[src/rtl/tsc_pkg.sv]
package tsc_pkg;
  // Strobes passed from the edge-detect control to the counting datapath
  typedef struct packed {
    logic clear;    // synchronous clear of all counters
    logic advance;  // one detected level change of the slow input
  } tsStrobe_t;
endpackage

[src/rtl/tsc_ctrl.sv]
module tsc_ctrl #(
  parameter int SYNC_STAGES = 2
) (
  input  logic               clk,
  input  logic               rst,
  input  logic               oscIn,
  output tsc_pkg::tsStrobe_t strobe
);
  localparam int LAST = SYNC_STAGES - 1;

  logic [LAST:0] syncChain;
  logic          prevLevel;

  // Synchronizer flops are never reset; they only sample
  always_ff @(posedge clk) begin
    syncChain[0] <= oscIn;
  end

  generate
    for (genvar i = 1; i < SYNC_STAGES; i++) begin : g_sync
      always_ff @(posedge clk) begin
        syncChain[i] <= syncChain[i-1];
      end
    end
  endgenerate

  // Tracks the synchronized level during reset too, so release makes no edge
  always_ff @(posedge clk) begin
    prevLevel <= syncChain[LAST];
  end

  always_comb begin
    strobe.clear   = rst;
    strobe.advance = !rst && (syncChain[LAST] ^ prevLevel);
  end
endmodule

[src/rtl/tsc_datapath.sv]
module tsc_datapath #(
  parameter int FRAC_W = 16,
  parameter int SEC_W  = 32
) (
  input  logic               clk,
  input  tsc_pkg::tsStrobe_t strobe,
  output logic [FRAC_W-1:0]  subCount,
  output logic [SEC_W-1:0]   secCount,
  output logic               tickOut,
  output logic               secOut
);
  localparam logic [FRAC_W-1:0] FRAC_MAX = '1;

  logic atTop;
  assign atTop = (subCount == FRAC_MAX);

  always_ff @(posedge clk) begin
    if (strobe.clear) begin
      subCount <= '0;
      secCount <= '0;
      tickOut  <= 1'b0;
      secOut   <= 1'b0;
    end else begin
      tickOut <= strobe.advance;
      secOut  <= strobe.advance && atTop;
      if (strobe.advance) begin
        subCount <= subCount + 1'b1;
        if (atTop) secCount <= secCount + 1'b1;
      end
    end
  end
endmodule

[src/rtl/tsc_top.sv]
module tsc_top #(
  parameter int FRAC_W      = 16,
  parameter int SEC_W       = 32,
  parameter int SYNC_STAGES = 2
) (
  input  logic              clk,
  input  logic              rst,
  input  logic              oscIn,
  input  logic              tsEnable,
  output logic [FRAC_W-1:0] timestamp,
  output logic [SEC_W-1:0]  seconds,
  output logic              tickPulse,
  output logic              secondPulse
);
  localparam logic [FRAC_W-1:0] NULL_CODE = {1'b1, {(FRAC_W-1){1'b0}}};

  tsc_pkg::tsStrobe_t strobe;
  logic [FRAC_W-1:0]  subCount;

  tsc_ctrl #(.SYNC_STAGES(SYNC_STAGES)) u_ctrl (
    .clk    (clk),
    .rst    (rst),
    .oscIn  (oscIn),
    .strobe (strobe)
  );

  tsc_datapath #(.FRAC_W(FRAC_W), .SEC_W(SEC_W)) u_dp (
    .clk      (clk),
    .strobe   (strobe),
    .subCount (subCount),
    .secCount (seconds),
    .tickOut  (tickPulse),
    .secOut   (secondPulse)
  );

  assign timestamp = tsEnable ? subCount : NULL_CODE;
endmodule

[config.mk]
export PLATFORM = sky130hd
export DESIGN_NAME = tsc_top
export DESIGN_NICKNAME = d
export VERILOG_FILES = /design/src/rtl/tsc_pkg.sv /design/src/rtl/tsc_ctrl.sv /design/src/rtl/tsc_datapath.sv /design/src/rtl/tsc_top.sv
export SDC_FILE = /design/constraint.sdc
export NUM_CORES = 1
export LEC_CHECK = 0
export BUFFER_PORTS_ARGS = -buffer_cell sky130_fd_sc_hd__buf_2
export CORE_UTILIZATION = 55
export CTS_CLUSTER_DIAMETER = 80
export DETAILED_ROUTE_END_ITERATION = 7
export PLACE_DENSITY = 0.88
export SKIP_LAST_GASP = 1
export SYNTH_ARGS = -nofsm -noshare
export SYNTH_HDL_FRONTEND = slang
export SYNTH_HIERARCHICAL = 1
export SYNTH_SLANG_ARGS = --single-unit
[constraint.sdc]
create_clock -name clk -period 2.82 [get_ports clk]
set_clock_uncertainty 0.05 [all_clocks]
set_input_delay 0.564 -clock clk [delete_from_list [all_inputs] [get_ports clk]]
set_output_delay 0.564 -clock clk [all_outputs]
set_load 0.05 [all_outputs]
==> flow_metrics.env <==
export IMPL_initial_utilization_pct=57.2
export IMPL_io_buffer_count=53
export IMPL_hold_path_depth=0
export IMPL_syn_area_per_cell_sq_um=8.50
export IMPL_areaGrowthSynthToFinish_pct=12.7
export IMPL_post_synth_num_cell_types=33
export IMPL_startpoint="u_dp/subCount[0]"
export IMPL_initial_antenna_violation_count=0
export IMPL_postSynth_topFlopCell="dfxtp_1"
export IMPL_hpwl_mm=3.81
export IMPL_clk_transition_reported_paths_ns=0.09
export IMPL_max_clock_path_buffers=2
export IMPL_global_route_wire_length_before_repair_mm=9.28
export IMPL_crit_path_max_fanout=47
export IMPL_floorplan_core_area_sq_um=4720
export IMPL_drt_antenna_violating_nets=0
export IMPL_cts_setup_buffers=0
export IMPL_total_leakage_power_uw=0.00122
export IMPL_report_final_setup_viol=0
export IMPL_criticalPathCategory="reg -> reg"
export IMPL_cts_sinks=53
export IMPL_post_synth_inst_count=318
export IMPL_worst_setup_path_start_kind="flop"
export IMPL_critical_path_endpoint="u_dp/secCount[24]"
export IMPL_critical_path_top_delay_family="simple AND/OR/NAND/NOR gates"
export IMPL_number_of_placement_rows=25
export IMPL_worst_slew_pin_slew_ns=0.647
export IMPL_finalHoldWorstSlack_ns=0.284
export IMPL_power_density_nw_per_um2=400
export IMPL_final_setup_tns_ns=0
export IMPL_mappedNetlistArea_sq_um=2700
export IMPL_post_drt_wl_per_cell_um=13.3
export IMPL_cts_repair_resize_count=0
export IMPL_finalCriticalPeriod_ns=2.46
export IMPL_grt_ovfl_total=0
export IMPL_worstSetupEndpointType="flop"
export IMPL_route_final_wire_length_mm=5.69
export IMPL_final_hold_violation_count=0
export IMPL_slew_violations=0
export IMPL_rr_startpoint="u_dp/subCount[0]"
export IMPL_fin_crit_sh_pct=87.3
export IMPL_fp_dieArea_sq_um=5200
export IMPL_drt_pass1_iter_count=4
export IMPL_floorplan_die_width_um=72.1
export IMPL_track_usage_pct=22.1
export IMPL_worstSkewPairLatency_ns=0.30
export IMPL_synth_yosys_warnings=6
export IMPL_antennaDiodeCount=0
export IMPL_drv_cap=0
export IMPL_slowest_stage="or4_4"
export IMPL_gpl_final_weighted_congestion=0.760
export IMPL_ir_worst_vdd_mv=0.396
export IMPL_critPathRequiredTime_ns=2.96
export IMPL_seq_total_area_yosys_pct=39.2
export IMPL_worst_r2r_path_depth=5
export IMPL_timing_critical_path_cells="ha_1, nand3_2, or4_4, nor4_1, mux2_2"
export IMPL_worst_ep_arrival_time_ns=2.60
export IMPL_cts_htree_levels=2
export IMPL_dr_total_vias=2432
export IMPL_r2r_end="u_dp/secCount[24]"
export IMPL_hold_path_class="reg -> reg"
export IMPL_slew_headroom_pct=56.9
export IMPL_fraction_of_final_layout_cells_with_drive_strength_greater_than_1_pct=26.9
export IMPL_first_drt_iteration_drcs=182
export IMPL_worst_reg2reg_setup_slack_ns=0.36
export IMPL_worst_path_max_stage_delay_ns=0.76
export IMPL_boundaryPins=54
export IMPL_cts_hold_repair_buffers=0
export IMPL_finish_net_count=366
export IMPL_drc=0
export IMPL_first_global_vias=2098
export IMPL_crit_cells=5
export IMPL_viasPerCell=5.68
export IMPL_synth_async_reset_ratio_pct=0
export IMPL_synth_seq_cells=53
export IMPL_hold_path_startpoint="u_ctrl/syncChain[0]"
export IMPL_grt_max_degree=71
export IMPL_tritoncts="done"
export IMPL_cts_made_buffers=5
export IMPL_dieHeight_um=72.1
export IMPL_synth_edff_count=0
export IMPL_unrepaired_setup_endpoints_after_global_routing="no"
export IMPL_dp_cells=420
export IMPL_syn_nets=324
export IMPL_run_status="complete, no violations"
export IMPL_clock_tree_root_cell="clkbuf_8"
export IMPL_max_freq_mhz=406
export IMPL_path_buf_inv=0
export IMPL_final_instance_count_excl_fill=428
worst min-delay path by stage:
stage / endpoint / slack (ns)
final: u_ctrl/syncChain[1] / 0.28
after global routing: u_ctrl/syncChain[1] / 0.30
after CTS: u_ctrl/syncChain[1] / 0.29
after detailed placement: u_ctrl/syncChain[1] / 0.26
after global placement: u_ctrl/syncChain[1] / 0.26
after floorplan: u_ctrl/syncChain[1] / 0.26
final cells by class:
class | count | area, sq um
sequential | 53 | 1060
inverter | 7 | 26.3
multi-input combinational | 236 | 1500
fill | 387 | 1680
timing repair buffer | 57 | 295
clock buffer | 8 | 80.1
tap | 67 | 83.8
layout by cell type, fill, tap and decap left out, types with 13 or more instances in the layout:
| master | n |
|---|---|
| a21oi_1 | 17 |
| buf_2 | 53 |
| dfxtp_1 | 53 |
| mux2_2 | 20 |
| nand2_1 | 16 |
| nand3_1 | 13 |
| nor2_1 | 33 |
| nor2b_1 | 20 |
| nor4_1 | 14 |
worst register-to-register path, stage by stage (launching register included):
cell	delay, ns
dfxtp_1	0.41
ha_1	0.22
nand3_2	0.12
or4_4	0.76
nor4_1	0.42
mux2_2	0.37
routing by layer:
| layer | routed length [um] | vias to the layer above | track usage [%] |
|---|---|---|---|
| li1 | - | 1213 | - |
| met1 | 2560 | 1161 | 28.5 |
| met2 | 2860 | 54 | 36.0 |
| met3 | 238 | 4 | 4.86 |
| met4 | 32 | 0 | 8.28 |
| met5 | 0 | - | 0 |
cells in the mapped netlist (9+ instances only):
cell	number	area, sq um
a21oi_1	17	85.1
and2_2	11	82.6
clkbuf_1	11	41.3
dfxtp_1	53	1060
mux2_2	20	225
nand2_1	16	60.1
nand3_1	13	65.1
nand4_1	12	75.1
nor2_1	33	124
nor2b_1	20	125
nor3_1	12	60.1
nor4_1	14	87.6
or4_1	9	67.6
state kept, by name, summed over array words and instances, names as in the netlist:
name	cells
u_ctrl/prevLevel	1
u_ctrl/syncChain	2
u_dp/secCount	32
u_dp/secOut	1
u_dp/subCount	16
u_dp/tickOut	1
cell families after synthesis:
| kind of cell | synth area share, % |
|---|---|
| fa+ha+maj | 0.925 |
| simple gates | 35.4 |
| compound gates | 6.85 |
| mux | 8.70 |
| flops | 39.2 |
| buf+inv | 5.28 |
| xor+xnor | 3.56 |
metrics by stage:
stage               instance area [sq um]  total power (uW)  util [%]  setup slack [ns]
floorplan                            2700               817         -             0.410
global placement                     2970               825      62.8             0.236
detailed placement                   2970               827      62.8             0.150
CTS                                  3050              1230      64.5             0.355
global route                         3050              1260      64.5             0.225
finish                               3050              1220      64.5             0.358
power by group:
| group | internal (uW) | total, uW | leakage (uW) | switching [uW] |
|---|---|---|---|---|
| clock network | 177 | 411 | 0.0000395 | 233 |
| registers | 753 | 757 | 0.000428 | 4.02 |
| logic | 15.1 | 51.5 | 0.000754 | 36.4 |
No activity file was read; power rests on OpenSTA's default activity.
